## src/rtl/sqcsa_pkg.sv

```systemverilog
// Shared helpers for the square-root carry-select adder.
// Assumes block k is (first_w + k) bits wide, placed directly above block k-1.
package sqcsa_pkg;

    // Width of block k.
    function automatic int blk_width(input int first_w, input int k);
        return first_w + k;
    endfunction

    // Least significant bit position of block k.
    function automatic int blk_lsb(input int first_w, input int k);
        return k * first_w + (k * (k - 1)) / 2;
    endfunction

    // Total operand width covered by num_blk blocks.
    function automatic int total_width(input int first_w, input int num_blk);
        return blk_lsb(first_w, num_blk);
    endfunction

endpackage

```

## src/rtl/csa_pg_gen.sv

```systemverilog
// Per-bit propagate (xor) and generate (and) terms for one block.
// Assumes propagate is the xor form, so the same term also serves the sum.
module csa_pg_gen #(
    parameter int W = 4
) (
    input  logic [W-1:0] a,
    input  logic [W-1:0] b,
    output logic [W-1:0] prop,
    output logic [W-1:0] gen
);
    // Bitwise propagate and generate.
    always_comb begin
        prop = a ^ b;
        gen  = a & b;
    end
endmodule

```

## src/rtl/csa_carry_chain.sv

```systemverilog
// Ripple carry chain over W bits with a fixed or live carry-in.
// co[i] is the carry leaving bit i; assumes xor-form propagate.
module csa_carry_chain #(
    parameter int W = 4
) (
    input  logic [W-1:0] prop,
    input  logic [W-1:0] gen,
    input  logic         cin,
    output logic [W-1:0] co
);
    // Carry recurrence from the lowest bit upward.
    always_comb begin
        logic c;
        c = cin;
        for (int i = 0; i < W; i++) begin
            c     = gen[i] | (prop[i] & c);
            co[i] = c;
        end
    end
endmodule

```

## src/rtl/csa_sel_mux.sv

```systemverilog
// Two-way vector multiplexer driven by a block's incoming carry.
// Assumes sel is the settled true carry from the block below.
module csa_sel_mux #(
    parameter int W = 4
) (
    input  logic         sel,
    input  logic [W-1:0] in0,
    input  logic [W-1:0] in1,
    output logic [W-1:0] dout
);
    // Pick the candidate that matches the real carry.
    always_comb dout = sel ? in1 : in0;
endmodule

```

## src/rtl/csa_block.sv

```systemverilog
// One adder block. With DUAL=0 the live carry ripples through a single chain;
// with DUAL=1 two chains assume carry-in 0 and 1 and cin selects between them.
// Sum bits are formed after selection from propagate and the chosen carries.
module csa_block #(
    parameter int W    = 4,
    parameter bit DUAL = 1'b1
) (
    input  logic [W-1:0] a,
    input  logic [W-1:0] b,
    input  logic         cin,
    output logic [W-1:0] sum,
    output logic         cout
);
    logic [W-1:0] prop;
    logic [W-1:0] gen;
    logic [W-1:0] carries;

    csa_pg_gen #(.W(W)) u_pg (
        .a    (a),
        .b    (b),
        .prop (prop),
        .gen  (gen)
    );

    if (DUAL) begin : g_dual
        logic [W-1:0] co_zero;
        logic [W-1:0] co_one;

        csa_carry_chain #(.W(W)) u_chain0 (
            .prop (prop),
            .gen  (gen),
            .cin  (1'b0),
            .co   (co_zero)
        );

        csa_carry_chain #(.W(W)) u_chain1 (
            .prop (prop),
            .gen  (gen),
            .cin  (1'b1),
            .co   (co_one)
        );

        csa_sel_mux #(.W(W)) u_mux (
            .sel  (cin),
            .in0  (co_zero),
            .in1  (co_one),
            .dout (carries)
        );
    end else begin : g_single
        csa_carry_chain #(.W(W)) u_chain (
            .prop (prop),
            .gen  (gen),
            .cin  (cin),
            .co   (carries)
        );
    end

    // Sum from propagate and the carry arriving at each bit.
    always_comb begin
        sum[0] = prop[0] ^ cin;
        for (int i = 1; i < W; i++) begin
            sum[i] = prop[i] ^ carries[i-1];
        end
        cout = carries[W-1];
    end
endmodule

```

## src/rtl/sqrt_csel_adder.sv

```systemverilog
// Square-root carry-select adder. Block k is FIRST_W+k bits wide. The lowest
// block ripples the real carry-in; each higher block precomputes both carry
// outcomes and is selected by the carry from the block below.
// Purely combinational; assumes FIRST_W >= 1 and NUM_BLK >= 2.
module sqrt_csel_adder #(
    parameter int FIRST_W = 2,
    parameter int NUM_BLK = 5,
    localparam int DATA_W = sqcsa_pkg::total_width(FIRST_W, NUM_BLK)
) (
    input  logic [DATA_W-1:0] op_a,
    input  logic [DATA_W-1:0] op_b,
    input  logic              carry_in,
    output logic [DATA_W-1:0] sum_out,
    output logic              carry_out
);
    // blk_carry[k] is the true carry entering block k.
    logic [NUM_BLK:0] blk_carry;

    assign blk_carry[0] = carry_in;

    for (genvar k = 0; k < NUM_BLK; k++) begin : g_blk
        localparam int W   = sqcsa_pkg::blk_width(FIRST_W, k);
        localparam int LSB = sqcsa_pkg::blk_lsb(FIRST_W, k);

        csa_block #(.W(W), .DUAL(k > 0)) u_blk (
            .a    (op_a[LSB +: W]),
            .b    (op_b[LSB +: W]),
            .cin  (blk_carry[k]),
            .sum  (sum_out[LSB +: W]),
            .cout (blk_carry[k+1])
        );
    end

    assign carry_out = blk_carry[NUM_BLK];
endmodule

```

## config.mk

```make
export PLATFORM = sky130hd
export DESIGN_NAME = sqrt_csel_adder
export DESIGN_NICKNAME = d
export VERILOG_FILES = /design/src/rtl/sqcsa_pkg.sv /design/src/rtl/csa_pg_gen.sv /design/src/rtl/csa_carry_chain.sv /design/src/rtl/csa_sel_mux.sv /design/src/rtl/csa_block.sv /design/src/rtl/sqrt_csel_adder.sv
export SDC_FILE = /design/constraint.sdc
export NUM_CORES = 1
export LEC_CHECK = 0
export BUFFER_PORTS_ARGS = -buffer_cell sky130_fd_sc_hd__buf_4
export CAP_MARGIN = 15
export CORE_MARGIN = 1.5
export CORE_UTILIZATION = 40
export DETAILED_ROUTE_END_ITERATION = 6
export PLACE_DENSITY = 0.81
export SLEW_MARGIN = 20
export SYNTH_ARGS = -nofsm -noshare
export SYNTH_HDL_FRONTEND = slang
export SYNTH_SLANG_ARGS = --single-unit
```

## constraint.sdc

```tcl
create_clock -name vclk -period 8.75
set_input_delay 1.75 -clock vclk [all_inputs]
set_output_delay 1.75 -clock vclk [all_outputs]
set_load 0.02 [all_outputs]
```

==> summary.md, run 1 <==
| Metric | Value |
|---|---|
| Outcome | `complete, no violations` |
| Seq cells | `0` |
| PnR worst setup slack | `0.434 ns` |
| Mux cell area share after synthesis | `0.0194` |
| Setup CP Type | `input pin to output pin` |
| Fin cells | `162` |
| Avg Cell Area, Syn | `8.55 sq um` |
| End of the worst hold path | `sum_out[4]` |
| Area delta synth->final | `70.2%` |
| Routed Antenna Nets | `0` |
| Place WS | `0.345 ns` |
| Drt pass-1 iters | `3` |
| Vias per inst | `4.75` |
| YS warnings | `0` |
| First-pass GRT wire length | `2480 um` |
| FP Rows | `15` |
| Vias | `770` |
| Num ports | `62` |
| I/O Buffers | `62` |
| Maxcap violations | `0` |
| Worst-Margin Slew | `0.286 ns` |
| Switching Share | `0.503` |
| Critical Path AT | `6.57 ns` |
| Synth Area in Simple Gates | `0.131` |
| # hold bufs at CTS | `0` |
| Xor/xnor share of the synthesized area | `0.136` |
| Complex-gate fraction of the synthesized area | `0.132` |
| # fillers | `140` |
| Main area contributors after synthesis | `ha_1 (32%), fa_1 (17%), inv_1 (9.5%), xor2_1 (8.6%), xnor2_1 (4.9%)` |
| Core ar. | `1690 sq um` |
| Worst Setup Start Kind | `input pin` |
| Worst hold path type | `input pin to output pin` |
| Post-Syn Area | `709 sq um` |
| Int Power | `0.0578 mW` |
| Max VDD drop | `0.0513 mV` |
| Final Hold Violating Endpoints | `0` |
| Cell Pwr Density | `96.3 nW/um^2` |
| Routed len/inst | `9.77 um` |
| Post-layout min period | `8.32 ns` |
| Worst EP required | `7.00 ns` |
| Commonest non-fill, non-tap cells in the layout | `buf_4 (62), inv_1 (18), ha_1 (18), xor2_1 (7)` |
| Final Power | `0.116 mW` |
| Routability cong. | `0.628` |
| Sw Pwr | `0.0585 mW` |
| Crit-path max FO | `4` |
| Final setup vio count | `0` |
| Layout cell share with drive strength beyond 1 | `0.448` |
| Hold path cells | `3` |
| Die X | `45.1 um` |
| Slew margin rel. | `0.809` |
| Delay-heaviest family, CP | `adder cells` |
| Worst hold path startpoint | `op_b[4]` |
| Commonest non-fill, non-tap cell in the layout | `buf_4` |
| Comb pwr share | `1.000` |
| Final #Nets | `212` |
| Yosys cell types | `22` |
| Worst Path Buf+Inv | `5` |
| Mapped Cells | `83` |
| Tcrit/Tclk final | `0.950` |
| Hold_ws | `3.87 ns` |
| Post-route cell area | `1210 sq um` |
| Yosys top cell area share | `0.317` |
| # clk buffers | `0` |
| Die Y | `45.1 um` |
| Seq pwr share | `0` |
| Clock share of power | `0` |
| Lkg Pwr | `0.702 nW` |
| Setup TNS | `0 ns` |
| GRT Total Usage | `0.155` |
| Initial Utilization | `0.420` |
| Cell accounting for the most synthesized area | `ha_1` |
| Fmax | `120 MHz` |
| Number of diodes | `0` |
| Fin util | `0.715` |
| Mapped Nets | `148` |
| Worst path most repeated cell | `fa_1` |
| Vias in the first global route | `696` |
| Starting DRT DRC Count | `3` |
| Register area share after synthesis | `0` |
| Placed insts | `162` |
| CP peak stage delay | `0.42 ns` |
| Pins Over Slew Limit | `0` |
| RSZ-0062 raised after global routing | `false` |
| Grt ovf | `0` |
| Largest net degree at the start of global routing | `5` |
| Setup crit end kind | `output pin` |
| Register Area | `0 sq um` |
| Dpl hpwl | `1530 um` |
| Placed Area | `1200 sq um` |
| Adder-cell share of the synthesized area | `0.487` |
| Die area | `2040 sq um` |
| Antenna violations before repair | `0` |
| Final WL | `1580 um` |
| Drt drc | `0` |
| Crit-path slowest cell | `fa_1` |
| Largest family of logic cells by synthesized area | `adder cells` |
repair_timing:
| action | 4_1_cts | 5_1_grt |
|---|---|---|
| endpoints found under the setup margin | 0 | 1 |
| buffers inserted | 0 | 0 |
| resized for setup | 0 | 2 |
synthesized netlist by cell type (2+ instances only):
cell       n
a21boi_1   2
a21oi_1    2
nor2_1     3
xor2_1     7
fa_1       6
ha_1      18
nor3_1     2
a21o_1     3
nor2b_1    2
nand3b_1   2
inv_1     18
xnor2_1    4
nand2b_1   5
area by class of cell:
class,count,area [sq um],area share
inverter,18,67.6,0.0560
multi-input combinational,65,653,0.541
tap,17,21.3,0.0176
timing repair buffer,62,465,0.385
kinds of logic (layout without fill, tap and decap cells):
family / Yosys count / count (layout)
adders and majority gates: 24 / 24
buffers and inverters: 18 / 80
and+or+nand+nor: 16 / 16
xor gates and xnor gates: 11 / 11
muxes: 1 / 1
AOI/OAI and AO/OA: 13 / 13
power groups by stage:
stage	Sequential (mW)	Clock, mW	Combinational (mW)
detailed placement	0	0	0.116
floorplan	0	0	0.0666
global placement	0	0	0.113
CTS	0	0	0.116
finish	0	0	0.116
global route	0	0	0.126
how the worst max path moves through the flow:
stage | from | to | cells past startpoint
2_1_floorplan | op_a[0] | sum_out[19] | 23
3_3_place_gp | op_a[0] | sum_out[19] | 25
3_5_place_dp | op_a[0] | sum_out[19] | 25
4_1_cts | op_a[0] | sum_out[19] | 25
5_1_grt | op_a[0] | sum_out[19] | 25
6_report | op_a[0] | sum_out[19] | 25
metal layers:
metal	routed length (um)	part of all wire	global-route usage	vias to the layer above
met2	955	0.60	0.340	26
li1	-	-	-	397
met3	94	0.059	0.00800	0
met5	0	0	0	-
met4	0	0	0	0
met1	533	0.34	0.165	347
worst min-delay path: cells and delay by family:
kind,cells,cell delay [ns]
adders and majority gates,1,0.15
buffers and inverters,2,0.21
No activity file was read; power rests on OpenSTA's default activity.
==> inputs of run 2 (changes only) <==
Settings changed: BUFFER_PORTS_ARGS -buffer_cell sky130_fd_sc_hd__buf_4 to -buffer_cell sky130_fd_sc_hd__buf_2.
==> run 2 against run 1 <==
Effect of this change: via count rose by 0.26%; fmax rose by 0.19%; worst setup slack improved by 0.016 ns; global-route usage fell by 0.83 points; die area did not move; critical path depth did not move; sequential cell count did not move; hold slack improved by 0.027 ns; largest cell class unchanged; first-iteration DRC count rose by 33%.
==> summary.md, run 2 (same netlist as run 1, synthesis figures left out) <==
| Metric | Value |
|---|---|
| Outcome | `complete, no violations` |
| Final Power | `0.0978 mW` |
| Cell Pwr Density | `93.2 nW/um^2` |
| Drt pass-1 iters | `4` |
| Grt ovf | `0` |
| Vias in the first global route | `690` |
| Crit-path slowest cell | `fa_1` |
| Area delta synth->final | `47.8%` |
| Maxcap violations | `0` |
| RSZ-0062 raised after global routing | `false` |
| Worst hold path type | `input pin to output pin` |
| Setup CP Type | `input pin to output pin` |
| Worst Path Buf+Inv | `5` |
| Placed insts | `162` |
| Register Area | `0 sq um` |
| Routed len/inst | `8.91 um` |
| Dpl hpwl | `1440 um` |
| Worst-Margin Slew | `0.279 ns` |
| Tcrit/Tclk final | `0.949` |
| Initial Utilization | `0.420` |
| Die Y | `45.1 um` |
| Commonest non-fill, non-tap cell in the layout | `buf_2` |
| # fillers | `165` |
| Die area | `2040 sq um` |
| Routed Antenna Nets | `0` |
| Vias | `772` |
| Drt drc | `0` |
| Core ar. | `1690 sq um` |
| Setup TNS | `0 ns` |
| Worst EP required | `7.00 ns` |
| Antenna violations before repair | `0` |
| Fin cells | `163` |
| Final Hold Violating Endpoints | `0` |
| Lkg Pwr | `0.654 nW` |
| # clk buffers | `0` |
| Crit path launch | `op_a[0]` |
| Pins Over Slew Limit | `0` |
| FP Rows | `15` |
| Post-layout min period | `8.30 ns` |
| First-pass GRT wire length | `2370 um` |
| Final #Nets | `213` |
| Routability cong. | `0.618` |
| Worst hold path startpoint | `op_b[4]` |
| Delay-heaviest family, CP | `adder cells` |
| Seq cells | `0` |
| Largest net degree at the start of global routing | `5` |
| Die X | `45.1 um` |
| Final WL | `1450 um` |
| CP peak stage delay | `0.42 ns` |
| Layout cell share with drive strength beyond 1 | `0.445` |
| I/O Buffers | `62` |
| Hold path cells | `3` |
| Fmax | `120 MHz` |
| Area of the multi-input gates | `642 sq um` |
| CTS resizes | `0` |
| Crit-path max FO | `4` |
| GRT Total Usage | `0.147` |
| End of the worst hold path | `sum_out[4]` |
| Starting DRT DRC Count | `4` |
| Setup crit end kind | `output pin` |
| Slew margin rel. | `0.812` |
| Worst path most repeated cell | `fa_1` |
| Critical Path AT | `6.55 ns` |
| Final setup vio count | `0` |
| Worst Setup Start Kind | `input pin` |
| Place WS | `0.353 ns` |
| Vias per inst | `4.74` |
| PnR worst setup slack | `0.450 ns` |
| Num ports | `62` |
| Max VDD drop | `0.0405 mV` |
| Number of diodes | `0` |
| Commonest non-fill, non-tap cells in the layout | `buf_2 (62), inv_1 (18), ha_1 (18), xor2_1 (7), fa_1 (6)` |
run 2: cell types whose count changed in the layout (fill, tap and decap cells not counted), sizes merged:
cell  previous run  this run
buf             62        63
run 2: worst max path at each step:
stage                       end  cells past startpoint
floorplan           sum_out[19]                     23
global placement    sum_out[19]                     25
detailed placement  sum_out[19]                     25
CTS                 sum_out[19]                     25
global route        sum_out[19]                     25
finish              sum_out[19]                     25
run 2: per-stage QoR:
step	hold WS (ns)	utilization	cell area, sq um
2_1_floorplan	3.76	-	709
3_3_place_gp	3.89	0.616	1040
3_5_place_dp	3.89	0.616	1040
4_1_cts	3.89	0.616	1040
5_1_grt	3.91	0.621	1050
6_report	3.89	0.621	1050
run 2: routing by layer:
layer	track usage	wire, um	vias to the layer above	part of all wire
met4	0.0118	12	0	0.0083
met1	0.140	484	345	0.33
met3	0.00800	91	2	0.063
met2	0.334	863	28	0.59
li1	-	-	397	-
met5	0	0	-	0
run 2: layout make-up:
| class | instances | share of cell area |
|---|---|---|
| Inverter | 18 | 0.0644 |
| Multi-Input combinational cell | 65 | 0.612 |
| Tap cell | 17 | 0.0203 |
| Timing Repair Buffer | 63 | 0.303 |
run 2: power by group:
part           leakage (nW)  internal [mW]  switching, mW
Combinational         0.654         0.0412         0.0566
Clock                     0              0              0
Sequential                0              0              0
run 2: repair_timing:
action                     in CTS  in global routing
hold buffers                    0                  0
setup endpoints to repair       0                  1
setup buffers                   0                  1
==> inputs of run 3 (changes only) <==
==> constraint.sdc (replaced) <==
create_clock -name vclk -period 8.75
set_input_delay 0.4375 -clock vclk [all_inputs]
set_output_delay 0.4375 -clock vclk [all_outputs]
set_load 0.02 [all_outputs]
==> run 3 against run 2 <==
Effect of this change: utilization is 0.44 points lower; critical path depth stayed put; die area stayed put; first-iteration DRC count stayed put; global-route usage is 0.40 points higher; wire length is 0.62% higher; non-clock buffer count is 1 lower; cell count is 0.61% lower; count of clock-buffer cells in the layout stayed put; worst setup slack better by 2.5 ns; critical endpoint unchanged.
==> summary.md, run 3 (same netlist as run 1, synthesis figures left out) <==
| Metric | Value |
|---|---|
| Dpl hpwl | `1440 um` |
| Post-layout min period | `5.75 ns` |
| Tcrit/Tclk final | `0.657` |
| Clock share of power | `0` |
| Vias per inst | `4.73` |
| Met2 Use GR | `0.340` |
| CTS resizes | `0` |
| Outcome | `complete, no violations` |
| Setup TNS | `0 ns` |
| Seq cells | `0` |
| Lkg Pwr | `0.649 nW` |
| Sw Pwr | `0.0570 mW` |
| # Post-CTS Setup Buffers | `0` |
| GRT Total Usage | `0.151` |
| Switching Share | `0.583` |
| Die Y | `45.1 um` |
| # hold bufs at CTS | `0` |
| RSZ-0062 raised after global routing | `false` |
| FP Rows | `15` |
| Worst Setup Start Kind | `input pin` |
| Cell Pwr Density | `93.9 nW/um^2` |
| First-pass GRT wire length | `2480 um` |
| Area delta synth->final | `46.7%` |
| Commonest non-fill, non-tap cell in the layout | `buf_2` |
| Worst-Margin Slew | `0.272 ns` |
| # clk buffers | `0` |
| Vias | `766` |
| Grt ovf | `0` |
| Crit path launch | `op_a[0]` |
| Layout cell share with drive strength beyond 1 | `0.441` |
| Maxcap violations | `0` |
| I/O Buffers | `62` |
| Die X | `45.1 um` |
| Drt drc | `0` |
| Commonest non-fill, non-tap cells in the layout | `buf_2 (62), inv_1 (18), ha_1 (18), xor2_1 (7), fa_1 (6)` |
| Die area | `2040 sq um` |
| Antenna violations before repair | `0` |
| Final Hold Violating Endpoints | `0` |
| Largest net degree at the start of global routing | `5` |
| Comb pwr share | `1.000` |
| Placed Area | `1040 sq um` |
| Int Power | `0.0407 mW` |
| Final WL | `1460 um` |
| Routed Antenna Nets | `0` |
| Met1 Use GR | `0.154` |
| Number of diodes | `0` |
| Final setup vio count | `0` |
| Hold_ws | `1.27 ns` |
| Gr busiest metal | `met2` |
| Register Area | `0 sq um` |
| PnR worst setup slack | `3.00 ns` |
| # fillers | `146` |
| CP Capture Point | `sum_out[19]` |
| Fmax | `174 MHz` |
| Place WS | `2.97 ns` |
| Worst EP required | `8.31 ns` |
| Post-route cell area | `1040 sq um` |
| Core ar. | `1690 sq um` |
| Vias in the first global route | `714` |
| Pins Over Slew Limit | `0` |
| Routed len/inst | `9.02 um` |
| Initial Utilization | `0.420` |
| Critical Path AT | `5.31 ns` |
| Starting DRT DRC Count | `4` |
| Slew margin rel. | `0.815` |
| Routability cong. | `0.623` |
| Num ports | `62` |
| M3 GR Usage | `0.00400` |
| Final #Nets | `212` |
| Setup CP Type | `input pin to output pin` |
| Worst hold path type | `input pin to output pin` |
| Final Power | `0.0978 mW` |
| Max VDD drop | `0.0506 mV` |
| Drt pass-1 iters | `4` |
| Setup crit end kind | `output pin` |
| Seq pwr share | `0` |
| Crit-path max FO | `4` |
run 3: worst min path at each step:
stage,startpoint,end,slack [ns],depth (start not counted)
6_report,op_b[4],sum_out[4],1.27,3
5_1_grt,op_b[4],sum_out[4],1.29,3
4_1_cts,op_b[4],sum_out[4],1.27,3
3_5_place_dp,op_b[4],sum_out[4],1.27,3
3_3_place_gp,op_b[4],sum_out[4],1.26,3
2_1_floorplan,op_b[13],sum_out[13],1.13,1
run 3: critical path, cell delays in order:
cell	delay (ns)
buf_2	0.09
inv_1	0.06
fa_1	0.16
inv_1	0.05
fa_1	0.40
nor2_1	0.11
a21oi_1	0.07
a21o_1	0.20
fa_1	0.41
nand2b_1	0.11
a21boi_1	0.09
o21ai_0	0.16
nand2b_1	0.09
fa_1	0.42
nand2b_1	0.12
a21boi_1	0.11
o31a_1	0.27
or2_1	0.22
fa_1	0.42
mux2i_2	0.29
a41o_1	0.27
a21oi_2	0.07
fa_1	0.48
inv_1	0.04
buf_2	0.15
run 3: power by group through the flow:
stage | Sequential, mW | Clock [mW] | Combinational [mW]
final | 0 | 0 | 0.0978
after global routing | 0 | 0 | 0.108
after global placement | 0 | 0 | 0.0952
after CTS | 0 | 0 | 0.0991
after floorplan | 0 | 0 | 0.0666
after detailed placement | 0 | 0 | 0.0987
run 3: layout make-up:
| class | count | area (sq um) | share of cell area |
|---|---|---|---|
| inverter | 18 | 67.6 | 0.0649 |
| multi-input combinational | 65 | 642 | 0.617 |
| tap | 17 | 21.3 | 0.0204 |
| timing repair buffer | 62 | 310 | 0.298 |
run 3: per-stage QoR:
stage	utilization	std cells
floorplan	-	83
global placement	0.616	162
global route	0.616	162
finish	0.616	162
CTS	0.616	162
detailed placement	0.616	162
run 3: metal layers:
metal / vias up / wire, um
met5: - / 0
met4: 0 / 0
met3: 0 / 90
met2: 26 / 883
met1: 345 / 487
li1: 395 / -
